$ cat config.mk
export PLATFORM = sky130hd
export DESIGN_NAME = strap_host_port
export DESIGN_NICKNAME = d
export VERILOG_FILES = /design/src/rtl/hp_pkg.sv /design/src/rtl/hp_sync.sv /design/src/rtl/hp_fifo.sv /design/src/rtl/hp_par_if.sv /design/src/rtl/hp_spi_if.sv /design/src/rtl/strap_host_port.sv
export SDC_FILE = /design/constraint.sdc
export NUM_CORES = 1
export LEC_CHECK = 0
export ABC_AREA = 1
export BUFFER_PORTS_ARGS = -buffer_cell sky130_fd_sc_hd__clkbuf_2
export CAP_MARGIN = 10
export CORE_AREA = 2 2 101 103
export DETAILED_ROUTE_END_ITERATION = 16
export DIE_AREA = 0 0 103 105
export PLACE_DENSITY = 0.75
export SLEW_MARGIN = 30
export SYNTH_ARGS = -nofsm -noshare
export SYNTH_HDL_FRONTEND = slang
export SYNTH_HIERARCHICAL = 1
export SYNTH_SLANG_ARGS = --single-unit
$ cat constraint.sdc
create_clock -name clk -period 3.11 [get_ports clk]
set_clock_uncertainty 0.15 [all_clocks]
set_input_delay 0.311 -clock clk [delete_from_list [all_inputs] [get_ports clk]]
set_output_delay 0.311 -clock clk [all_outputs]
set_load 0.02 [all_outputs]
$ cat src/rtl/hp_pkg.sv
package hp_pkg;

  typedef enum logic [1:0] {
    MODE_INTEL = 2'd0,
    MODE_MOTO  = 2'd1,
    MODE_SPI   = 2'd2
  } port_mode_e;

  localparam logic [1:0] REG_DATA = 2'd0;
  localparam logic [1:0] REG_STAT = 2'd1;
  localparam logic [1:0] REG_CTRL = 2'd2;
  localparam logic [1:0] REG_RSVD = 2'd3;

  // strap bits ordered {bit2, bit1, bit0}
  function automatic port_mode_e strap_decode(input logic [2:0] s);
    if (s == 3'b001)
      return MODE_SPI;
    else if (s[2])
      return MODE_MOTO;
    else
      return MODE_INTEL;
  endfunction

endpackage

$ cat src/rtl/hp_sync.sv
module hp_sync #(
  parameter int          W      = 1,
  parameter int          STAGES = 2,
  parameter logic [W-1:0] IDLE  = '0
) (
  input  logic         clk,
  input  logic         rst,
  input  logic [W-1:0] d,
  output logic [W-1:0] q
);

  logic [W-1:0] stage_q [STAGES];

  for (genvar s = 0; s < STAGES; s++) begin : g_stage
    always_ff @(posedge clk) begin
      if (rst)
        stage_q[s] <= IDLE;
      else if (s == 0)
        stage_q[s] <= d;
      else
        stage_q[s] <= stage_q[(s == 0) ? 0 : s - 1];
    end
  end

  assign q = stage_q[STAGES-1];

endmodule

$ cat src/rtl/hp_fifo.sv
module hp_fifo #(
  parameter int DW    = 8,
  parameter int DEPTH = 4,
  localparam int AW   = (DEPTH > 1) ? $clog2(DEPTH) : 1,
  localparam int CW   = $clog2(DEPTH + 1)
) (
  input  logic          clk,
  input  logic          rst,
  input  logic          push,
  input  logic [DW-1:0] wdata,
  input  logic          pop,
  output logic [DW-1:0] rdata,
  output logic          empty_q,
  output logic          full_q,
  output logic [CW-1:0] count_q
);

  logic [DW-1:0] mem [DEPTH];
  logic [AW-1:0] wp_q, rp_q;
  logic          do_push, do_pop;
  logic [CW-1:0] cnt_nx;

  assign do_push = push & ~full_q;
  assign do_pop  = pop & ~empty_q;

  always_ff @(posedge clk) begin
    if (do_push)
      mem[wp_q] <= wdata;
  end

  assign rdata = mem[rp_q];

  always_comb begin
    cnt_nx = count_q;
    if (do_push && !do_pop)
      cnt_nx = count_q + CW'(1);
    else if (do_pop && !do_push)
      cnt_nx = count_q - CW'(1);
  end

  always_ff @(posedge clk) begin
    if (rst) begin
      wp_q    <= '0;
      rp_q    <= '0;
      count_q <= '0;
      empty_q <= 1'b1;
      full_q  <= 1'b0;
    end else begin
      if (do_push)
        wp_q <= (wp_q == AW'(DEPTH - 1)) ? '0 : wp_q + AW'(1);
      if (do_pop)
        rp_q <= (rp_q == AW'(DEPTH - 1)) ? '0 : rp_q + AW'(1);
      count_q <= cnt_nx;
      empty_q <= (cnt_nx == '0);
      full_q  <= (cnt_nx == CW'(DEPTH));
    end
  end

endmodule

$ cat src/rtl/hp_par_if.sv
module hp_par_if #(
  parameter int DW = 8
) (
  input  logic          clk,
  input  logic          rst,
  input  logic          enable,
  input  logic          moto,
  input  logic          cs_n_s,
  input  logic [1:0]    addr_s,
  input  logic          rd_rw_s,
  input  logic          wr_ds_s,
  input  logic [DW-1:0] bus_i,
  input  logic [DW-1:0] rdata,
  output logic          rd_req,
  output logic          wr_req,
  output logic [1:0]    addr,
  output logic [DW-1:0] wdata,
  output logic [DW-1:0] bus_o_q,
  output logic          bus_oe_q
);

  logic rd_act, wr_act, rd_prev_q, wr_prev_q;

  always_comb begin
    if (moto) begin
      rd_act = enable & ~cs_n_s & ~wr_ds_s &  rd_rw_s;
      wr_act = enable & ~cs_n_s & ~wr_ds_s & ~rd_rw_s;
    end else begin
      rd_act = enable & ~cs_n_s & ~rd_rw_s;
      wr_act = enable & ~cs_n_s & ~wr_ds_s & rd_rw_s;
    end
  end

  assign rd_req = rd_act & ~rd_prev_q;
  assign wr_req = wr_act & ~wr_prev_q;
  assign addr   = addr_s;
  assign wdata  = bus_i;

  always_ff @(posedge clk) begin
    if (rst) begin
      rd_prev_q <= 1'b0;
      wr_prev_q <= 1'b0;
      bus_oe_q  <= 1'b0;
      bus_o_q   <= '0;
    end else begin
      rd_prev_q <= rd_act;
      wr_prev_q <= wr_act;
      bus_oe_q  <= rd_act;
      if (rd_req)
        bus_o_q <= rdata;
    end
  end

endmodule

$ cat src/rtl/hp_spi_if.sv
module hp_spi_if #(
  parameter int DW  = 8,
  localparam int FB = 2 * DW,
  localparam int CW = $clog2(FB + 1)
) (
  input  logic          clk,
  input  logic          rst,
  input  logic          enable,
  input  logic          cs_n_s,
  input  logic          sck_s,
  input  logic          sdi_s,
  input  logic [DW-1:0] rdata,
  output logic          rd_req,
  output logic          wr_req,
  output logic [1:0]    addr,
  output logic [DW-1:0] wdata,
  output logic          sdo_o,
  output logic          sdo_oe_q
);

  logic          active, sck_prev_q, rise, fall;
  logic [CW-1:0] cnt_q;
  logic [DW-1:0] sh_in_q, sh_out_q, next_byte;
  logic          cmd_rd_q;
  logic [1:0]    addr_q;
  logic          cmd_done, data_done;

  assign active    = enable & ~cs_n_s;
  assign rise      = active &  sck_s & ~sck_prev_q;
  assign fall      = active & ~sck_s &  sck_prev_q;
  assign next_byte = {sh_in_q[DW-2:0], sdi_s};
  assign cmd_done  = rise & (cnt_q == CW'(DW - 1));
  assign data_done = rise & (cnt_q == CW'(FB - 1));

  assign rd_req = cmd_done & next_byte[DW-1];
  assign wr_req = data_done & ~cmd_rd_q;
  assign addr   = cmd_done ? next_byte[1:0] : addr_q;
  assign wdata  = next_byte;
  assign sdo_o  = sh_out_q[DW-1];

  always_ff @(posedge clk) begin
    if (rst) begin
      sck_prev_q <= 1'b0;
      sdo_oe_q   <= 1'b0;
    end else begin
      sck_prev_q <= sck_s;
      sdo_oe_q   <= active;
    end
  end

  always_ff @(posedge clk) begin
    if (rst || !active) begin
      cnt_q    <= '0;
      sh_in_q  <= '0;
      sh_out_q <= '0;
      cmd_rd_q <= 1'b0;
      addr_q   <= '0;
    end else begin
      if (rise) begin
        sh_in_q <= next_byte;
        if (cnt_q < CW'(FB))
          cnt_q <= cnt_q + CW'(1);
        if (cmd_done) begin
          cmd_rd_q <= next_byte[DW-1];
          addr_q   <= next_byte[1:0];
          if (next_byte[DW-1])
            sh_out_q <= rdata;
        end
      end else if (fall && cnt_q > CW'(DW)) begin
        sh_out_q <= {sh_out_q[DW-2:0], 1'b0};
      end
    end
  end

endmodule

$ cat src/rtl/strap_host_port.sv
module strap_host_port #(
  parameter int DATA_W = 8,
  parameter int DEPTH  = 4,
  localparam int CW    = $clog2(DEPTH + 1)
) (
  input  logic              clk,
  input  logic              rst,
  input  logic              cs_n,
  input  logic              addr0_sck,
  input  logic              addr1_sdi,
  input  logic              rd_n_rw,
  input  logic              wr_n_ds,
  input  logic              sdo_strap_i,
  output logic              sdo_o,
  output logic              sdo_oe,
  input  logic [DATA_W-1:0] bus_d_i,
  output logic [DATA_W-1:0] bus_d_o,
  output logic              bus_d_oe,
  output logic              irq_n,
  input  logic [DATA_W-1:0] out_data,
  input  logic              out_valid,
  output logic              out_ready,
  output logic [DATA_W-1:0] in_data,
  output logic              in_valid,
  input  logic              in_ready,
  output logic [DATA_W-1:0] ctrl
);
  import hp_pkg::*;

  port_mode_e mode_q;
  logic [4:0] pins_s;
  logic cs_n_s, rdrw_s, wrds_s, a1_s, a0_s;

  hp_sync #(.W(5), .STAGES(2), .IDLE(5'b11100)) u_sync (
    .clk(clk), .rst(rst),
    .d({cs_n, rd_n_rw, wr_n_ds, addr1_sdi, addr0_sck}),
    .q(pins_s)
  );
  assign {cs_n_s, rdrw_s, wrds_s, a1_s, a0_s} = pins_s;

  always_ff @(posedge clk) begin
    if (rst)
      mode_q <= strap_decode({sdo_strap_i, rd_n_rw, wr_n_ds});
  end

  logic is_spi;
  assign is_spi = (mode_q == MODE_SPI);

  logic              p_rd, p_wr, s_rd, s_wr;
  logic [1:0]        p_addr, s_addr, h_addr;
  logic [DATA_W-1:0] p_wdata, s_wdata, h_wdata, h_rdata;
  logic              h_rd, h_wr;

  hp_par_if #(.DW(DATA_W)) u_par (
    .clk(clk), .rst(rst), .enable(~is_spi), .moto(mode_q == MODE_MOTO),
    .cs_n_s(cs_n_s), .addr_s({a1_s, a0_s}), .rd_rw_s(rdrw_s), .wr_ds_s(wrds_s),
    .bus_i(bus_d_i), .rdata(h_rdata), .rd_req(p_rd), .wr_req(p_wr),
    .addr(p_addr), .wdata(p_wdata), .bus_o_q(bus_d_o), .bus_oe_q(bus_d_oe)
  );

  hp_spi_if #(.DW(DATA_W)) u_spi (
    .clk(clk), .rst(rst), .enable(is_spi), .cs_n_s(cs_n_s),
    .sck_s(a0_s), .sdi_s(a1_s), .rdata(h_rdata), .rd_req(s_rd), .wr_req(s_wr),
    .addr(s_addr), .wdata(s_wdata), .sdo_o(sdo_o), .sdo_oe_q(sdo_oe)
  );

  assign h_rd    = is_spi ? s_rd : p_rd;
  assign h_wr    = is_spi ? s_wr : p_wr;
  assign h_addr  = is_spi ? s_addr : p_addr;
  assign h_wdata = is_spi ? s_wdata : p_wdata;

  // outgoing FIFO
  logic [DATA_W-1:0] fifo_head;
  logic              fifo_empty, fifo_full, fifo_pop;
  logic [CW-1:0]     fifo_cnt;

  assign fifo_pop = h_rd & (h_addr == REG_DATA);

  hp_fifo #(.DW(DATA_W), .DEPTH(DEPTH)) u_fifo (
    .clk(clk), .rst(rst), .push(out_valid), .wdata(out_data), .pop(fifo_pop),
    .rdata(fifo_head), .empty_q(fifo_empty), .full_q(fifo_full), .count_q(fifo_cnt)
  );

  assign out_ready = ~fifo_full;
  assign irq_n     = fifo_empty;

  // register file
  logic              in_full_q;
  logic [DATA_W-1:0] in_q, ctrl_q;

  always_comb begin
    case (h_addr)
      REG_DATA: h_rdata = fifo_empty ? '0 : fifo_head;
      REG_STAT: h_rdata = {{(DATA_W-2){1'b0}}, in_full_q, ~fifo_empty};
      REG_CTRL: h_rdata = ctrl_q;
      default:  h_rdata = '0;
    endcase
  end

  always_ff @(posedge clk) begin
    if (rst) begin
      in_full_q <= 1'b0;
      in_q      <= '0;
      ctrl_q    <= '0;
    end else begin
      if (in_full_q && in_ready)
        in_full_q <= 1'b0;
      else if (h_wr && h_addr == REG_DATA && !in_full_q) begin
        in_full_q <= 1'b1;
        in_q      <= h_wdata;
      end
      if (h_wr && h_addr == REG_CTRL)
        ctrl_q <= h_wdata;
    end
  end

  assign in_valid = in_full_q;
  assign in_data  = in_q;
  assign ctrl     = ctrl_q;

endmodule

==> reports/metrics.cfg, run 1 <==
[power_and_ir_drop]
p_sw_w = 0.000740
seq_power_share_pct = 57.0
clockPowerShare_pct = 31.9
peakVddDrop_v = 0.000386
p_int_w = 0.00190
power_density_mw_per_mm2 = 447
pwr-share-comb_pct = 11.1
switching_share_pct = 28.1
p_leak_nw = 2.73
total_power_w = 0.00264

[floorplan]
die_h_um = 105
ios = 56
num_rows = 36
die-area_sq_mm = 0.0108
start_util_pct = 54.7
dieWidth_um = 103
core_sq_mm = 0.00964

[worst_setup_path]
end_kind = flip-flop
crit_arrival_ns = 2.98
crit_fanout = 7
critPathRequiredTime_ns = 3.28
critPathKind = flip-flop to flip-flop
cp-start-kind = flip-flop

[yosys]
synthMuxAreaShare_pct = 0
synth_compound_area_share_pct = 8.33
yosys.area.top_type = dfxtp_1
synthCells = 667
ys_ff_latch = 107
synth_xor_area_share_pct = 0.332
ys.flop_type = dfxtp_1
yosysSeqAreaShare_pct = 47.1
yosys_warnings = 6
synthAdderAreaFrac_pct = 2.37
syn_nets = 703
synth-edff-count = 34
synth_cell_types = 36
synthTopCellsByArea = dfxtp_1 (28%), edfxtp_1 (19%), nand2_1 (9.2%), inv_1 (8.0%), nor2_1 (6.9%)
synth_top_area_share_pct = 27.7
synth_simple_gate_area_share_pct = 29.4
synth_area_sq_mm = 0.00527
synth_top_family_by_area = simple AND/OR/NAND/NOR gates
ys_async_sr_fraction_pct = 0
syn_area_per_cell_sq_um = 7.90

[placement]
finalWeightedCongestion = 0.866
port_buffers = 55
placedCellCount = 836
dp_worst_setup_slack_ns = 0.361
dp_hpwl_um = 8390

[finish]
syn2layout_area_growth_pct = 11.9
layout-drive-gt1-share_pct = 18.4
antennaDiodeCount = 0
fin_cells = 866
num-nets-final = 764
final_util_pct = 61.2

[sta]
rsz0062_at_grt = no
finalSetupTns_ns = 0
setup_viol = 0
layout_setup_ws_ns = 0.301
maxSlewHeadroom_pct = 44.4
tightest_slew_ns = 0.831
max_freq_ghz = 0.356
hold_violations = 0
period_minus_slack_ns = 2.81
finalMaxSlewViolations = 0
fin_crit_sh_pct = 90.3

[route]
vias = 4281
routed_wirelength_um = 11500
first_pass_iters = 5
dr.first_iter.drc_count = 298
antenna_left = 0
drc = 0
wire_per_inst_um = 13.3
vias_per_cell = 4.94

[flow_run]
drv_cap = 0

[clock_tree]
cts_root_buf = clkbuf_8
h-tree-depth = 3
clock_latency_ns = 0.38
cts_hold_buf = 14
postCtsSetupBuffers = 0
cts_tree = done
numCtsBuffers = 9
cts_resized = 0
clk_path_buf_depth = 2
clkSinkCount = 107
clk_pin_slew_ns = 0.11

[global_route]
grt_pass1_vias = 4174
antenna_found_initial = 1
grtUsageTotal_pct = 22.7
grt_max_degree = 24
met1_usage_pct = 28.0
met3_usage_pct = 6.22
overflow = 0
met2_usage_pct = 38.0
busiest_layer = met2
grt_pass1_wl_um = 19100

[min_path]
worst_hold_path_type = input pin to flip-flop

[outcome]
status = completed

==> sequential cells by signal (all words and copies together), names as in the netlist, named ones only <==
register and count:
u_fifo/full_q 1, u_fifo/mem 32, u_par/wr_prev_q 1, u_par/rd_prev_q 1, u_fifo/wp_q 2, u_spi/sh_out_q 8, in_valid 1, u_spi/sdo_oe_q 1
u_sync/stage_q 10, u_fifo/count_q 3, u_spi/sh_in_q 7, u_fifo/rp_q 2, ctrl 8, u_spi/sck_prev_q 1, u_spi/cmd_rd_q 1, u_fifo/empty_q 1
u_spi/cnt_q 5, u_par/bus_o_q 8, mode_q 2, u_spi/addr_q 2, in_data 8
==> Yosys cell counts, drive strengths merged, types with 2 or more instances <==
cell	instances
edfxtp	34
buf	23
and2	2
dfxtp	73
nand4	8
o22ai	8
nor2	111
inv	120
clkinv	3
ha	10
nand2	151
nand3	50
o211a	2
o21ai	44
clkbuf	2
a21oi	20
==> power groups by stage <==
stage	Sequential, W	Combinational [W]	Clock (W)
2_1_floorplan	0.00154	0.000205	0
3_3_place_gp	0.00153	0.000269	0
3_5_place_dp	0.00154	0.000277	0
4_1_cts	0.00150	0.000292	0.000868
5_1_grt	0.00151	0.000328	0.000914
6_report	0.00150	0.000293	0.000841
==> routing by layer <==
layer | routed length, um | vias up
met5 | 0 | -
met4 | 260 | 0
met3 | 756 | 20
met2 | 5630 | 131
met1 | 4830 | 1936
li1 | - | 2194
==> cell type report <==
cell class,count,area (sq um)
multi-input combinational,412,2130
timing repair buffer,75,460
clock buffer,9,124
fill,856,3740
inverter,123,462
clock inverter,7,72.6
tap,133,166
sequential,107,2480
==> path summary, 6_finish.rpt <==
check	startpoint	to	slack, ns	depth (start not counted)
min	in_ready	in_valid	0.05	4
min reg2reg	u_sync/stage_q[0][1]	u_sync/stage_q[1][1]	0.26	2
max	mode_q[1]	u_fifo/full_q	0.30	20
max reg2reg	mode_q[1]	u_fifo/full_q	0.30	20
==> worst max-delay path: stages (launching register included) <==
cell	delay, ns
edfxtp_1	0.51
inv_2	0.08
nor2_4	0.13
nand2_2	0.12
nor2_4	0.13
nand2_2	0.09
nand2_1	0.07
o21ai_1	0.10
inv_1	0.07
nand2_1	0.05
nand2_1	0.10
nand2_2	0.10
a21oi_1	0.26
inv_1	0.12
nor2_4	0.16
nand2_4	0.09
nand3_2	0.09
nand2_2	0.06
nor2_2	0.12
inv_1	0.06
nor2_2	0.10
==> metrics by stage <==
step                      instance area (sq um)  hold slack [ns]
final                                      5900           0.0507
after global routing                       5900           0.0603
after CTS                                  5900           0.0304
after detailed placement                   5560            0.248
after global placement                     5560            0.240
after floorplan                            5270            0.230
==> placed cells by master, fill, tap and decap left out, types with 4 or more instances in the layout <==
cell type	instances
nand2_1	129
ha_1	10
o21ai_2	8
dlygate4sd3_1	14
nand4_1	8
nor2_2	4
o22ai_1	8
clkbuf_2	55
clkbuf_8	9
nor2_4	8
nor2_1	97
dfxtp_1	73
edfxtp_1	34
nand3_2	4
inv_2	7
inv_1	113
o21ai_0	33
a21oi_1	19
nand3_1	44
nand2_4	7
buf_4	6
nand2_2	15
==> kinds of logic (layout without fill, tap and decap cells) <==
logic type,Yosys count,in the layout
simple gates,324,324
xor+xnor,2,2
buf+inv,148,214
flops,107,107
compound gates,76,76
fa+ha+maj,10,10
(Power assumes the default switching activity.)
==> inputs of run 2 (changes only) <==
- CORE_AREA: 2 2 101 103 -> 2 2 103 105
- DIE_AREA: 0 0 103 105 -> 0 0 105 107
- GPL_TIMING_DRIVEN: not set -> 0
- clock period: 3.11 -> 2.35 ns (I/O delays scaled with it)
==> run 2 against run 1 <==
Compared with the run above:
- critical endpoint is now u_fifo/empty_q
- final cell count grew 3.9%
- via count grew 3.4%
- die area grew 3.9%
- the run now ends with setup timing left
- largest power group unchanged
==> reports/metrics.cfg, run 2 (same netlist as run 1, synthesis figures left out) <==
[floorplan]
dieWidth_um = 105  ; +1.9%
die-area_sq_mm = 0.0112  ; +3.9%
die_h_um = 107  ; +1.9%
core_sq_mm = 0.0101  ; +4.7%
start_util_pct = 52.2  ; -2.5 points
num_rows = 37  ; +2.8%
ios = 56  ; unchanged

[clock_tree]
cts_root_buf = clkbuf_8
clkSinkCount = 107  ; unchanged
clk_pin_slew_ns = 0.11  ; about the same
clock_latency_ns = 0.38  ; about the same
clk_path_buf_depth = 2  ; unchanged
numCtsBuffers = 9  ; unchanged
h-tree-depth = 3  ; unchanged
cts_tree = done

[worst_setup_path]
crit_fanout = 5  ; -2
critPathRequiredTime_ns = 2.47  ; -0.81 ns
worst_path_max_delay_cell = edfxtp_1
crit_chain = inv_2, nor2_4, nand2_4, nor2_4, nand2_4, nand2_2, o21ai_2, inv_1, nand2_1, nand2_2, nand2_4, a21oi_4, inv_2, nor2_4, nand2_4, nand2_2, nand2_2, nand2_2, nor2_4, nand2_1, nand2_1
critPathKind = flip-flop to flip-flop
rrSetupSlack_ns = -0.08  ; -0.38 ns
r2r_start = mode_q[1]
startpoint = mode_q[1]
crit_arrival_ns = 2.55  ; -0.43 ns
r2r_cells = 21  ; +5.0%
r2r-end = u_fifo/empty_q
cp-start-kind = flip-flop
end_kind = flip-flop
cpPeakStageDelay_ns = 0.41  ; -0.10 ns
crit_end = u_fifo/empty_q
crit_top_cell = nand2_2

[sta]
hold_violations = 0  ; unchanged
max_freq_ghz = 0.412  ; +16%
maxSlewHeadroom_pct = 46.6  ; +2.2 points
finalSetupTns_ns = -0.291  ; -0.291 ns
rsz0062_at_grt = yes
finalMaxSlewViolations = 0  ; unchanged
tightest_slew_ns = 0.798  ; -0.0327 ns
period_minus_slack_ns = 2.43  ; -0.383 ns
whs_ns = 0.0151  ; -0.0356 ns
layout_setup_ws_ns = -0.0765  ; -0.377 ns
setup_viol = 8  ; +8
fin_crit_sh_pct = 103  ; +13 points

[power_and_ir_drop]
peakVddDrop_v = 0.000349  ; -9.7%
p_sw_w = 0.00100  ; +35%
pwr-share-comb_pct = 13.5  ; +2.4 points
p_leak_nw = 2.95  ; +8.1%
total_power_w = 0.00355  ; +35%
p_int_w = 0.00255  ; +34%
clockPowerShare_pct = 30.4  ; -1.5 points
seq_power_share_pct = 56.0  ; -1.0 points
power_density_mw_per_mm2 = 560  ; +25%
switching_share_pct = 28.2  ; +0.15 points

[route]
wire_per_inst_um = 13.1  ; -0.90%
dr.first_iter.drc_count = 140  ; -53%
vias_per_cell = 4.92  ; -0.50%
vias = 4427  ; +3.4%
drc = 0  ; unchanged
routed_wirelength_um = 11800  ; +3.0%
antenna_left = 0  ; unchanged
first_pass_iters = 4  ; -1

[finish]
final_util_pct = 62.9  ; +1.7 points
fillerInstances = 883  ; +3.2%
layout-drive-gt1-share_pct = 26.0  ; +7.6 points
most-common-layout-cells = nand2_1 (118), inv_1 (109), nor2_1 (94)
mostFrequentLayoutCell = nand2_1
largest_registers = u_fifo/mem x32, u_sync/stage_q x10
fin_cells = 900  ; +3.9%
regMostFlops = u_fifo/mem
num-nets-final = 795  ; +4.1%
largest_reg_flops = 32  ; unchanged
antennaDiodeCount = 0  ; unchanged
syn2layout_area_growth_pct = 20.3

[placement]
dp_hpwl_um = 8180  ; -2.5%
finalWeightedCongestion = 0.833  ; -3.9%
port_buffers = 47  ; -15%
placedCellCount = 850  ; +1.7%

[min_path]
worst_hold_path_type = input pin to flip-flop

[global_route]
antenna_found_initial = 0  ; -1
grt_pass1_vias = 4155  ; -0.46%
grtUsageTotal_pct = 21.1  ; -1.6 points
grt_pass1_wl_um = 18900  ; -0.94%
overflow = 0  ; unchanged
grt_max_degree = 20  ; -17%

[outcome]
status = finished with violations
violations = setup timing

[flow_run]
drv_cap = 0  ; unchanged

## run 2: worst min path at each step
stage                           end                 start  depth (start not counted)  slack [ns]
2_1_floorplan     u_fifo/count_q[0]                   rst                          1        0.15
3_3_place_gp   u_sync/stage_q[1][3]  u_sync/stage_q[0][3]                          2        0.24
3_5_place_dp   u_sync/stage_q[1][4]  u_sync/stage_q[0][4]                          2        0.25
4_1_cts                    in_valid              in_ready                          4        0.02
5_1_grt                    in_valid              in_ready                          4        0.07
6_report                   in_valid              in_ready                          4        0.02
## run 2: through the flow
step	worst slack, ns	instance area [sq um]
final	-0.0765	6340
after global routing	-0.237	6340
after CTS	-0.0312	6220
after detailed placement	-0.467	5710
after global placement	-0.353	5710
after floorplan	-0.0311	5300
## run 2: routing by layer
metal  share of wire [%]  global-route usage, %  vias up  routed length [um]
met5                   0                      0        -                   0
met3                 3.8                   3.22       20                 445
met4                 3.0                   10.4        0                 356
met1                  44                   26.3     2056                5210
met2                  49                   35.9       99                5820
li1                    -                      -     2252                   -
## run 2: timing repair
action / in CTS / in global routing
hold buffers: 14 / 0
buffers inserted: 15 / 7
setup endpoints to repair: 26 / 42
pin swaps: 19 / 23
gates resized for setup: 31 / 22
hold endpoints to repair: 39 / 0
## run 2: cell type report
class | instances | area (sq um) | area share (%)
buffer | 23 | 191 | 3.02
tap | 136 | 170 | 2.68
timing repair buffer | 83 | 552 | 8.70
clock buffer | 9 | 124 | 1.95
multi-input combinational | 412 | 2300 | 36.3
inverter | 123 | 462 | 7.28
clock inverter | 7 | 58.8 | 0.927
sequential | 107 | 2480 | 39.2
## run 2: worst max-delay path: cells and delay by family (launching register included)
kind,cells,cell delay [ns]
AOI/OAI and AO/OA,2,0.25
buffers and inverters,3,0.18
DFF,1,0.41
and+or+nand+nor,16,1.32
## run 2: power groups by stage
stage / combinational [W] / clock, W / sequential (W)
after global routing: 0.000530 / 0.00117 / 0.00199
after floorplan: 0.000278 / 0 / 0.00203
final: 0.000481 / 0.00108 / 0.00199
after global placement: 0.000379 / 0 / 0.00203
after detailed placement: 0.000391 / 0 / 0.00203
after CTS: 0.000452 / 0.00110 / 0.00199
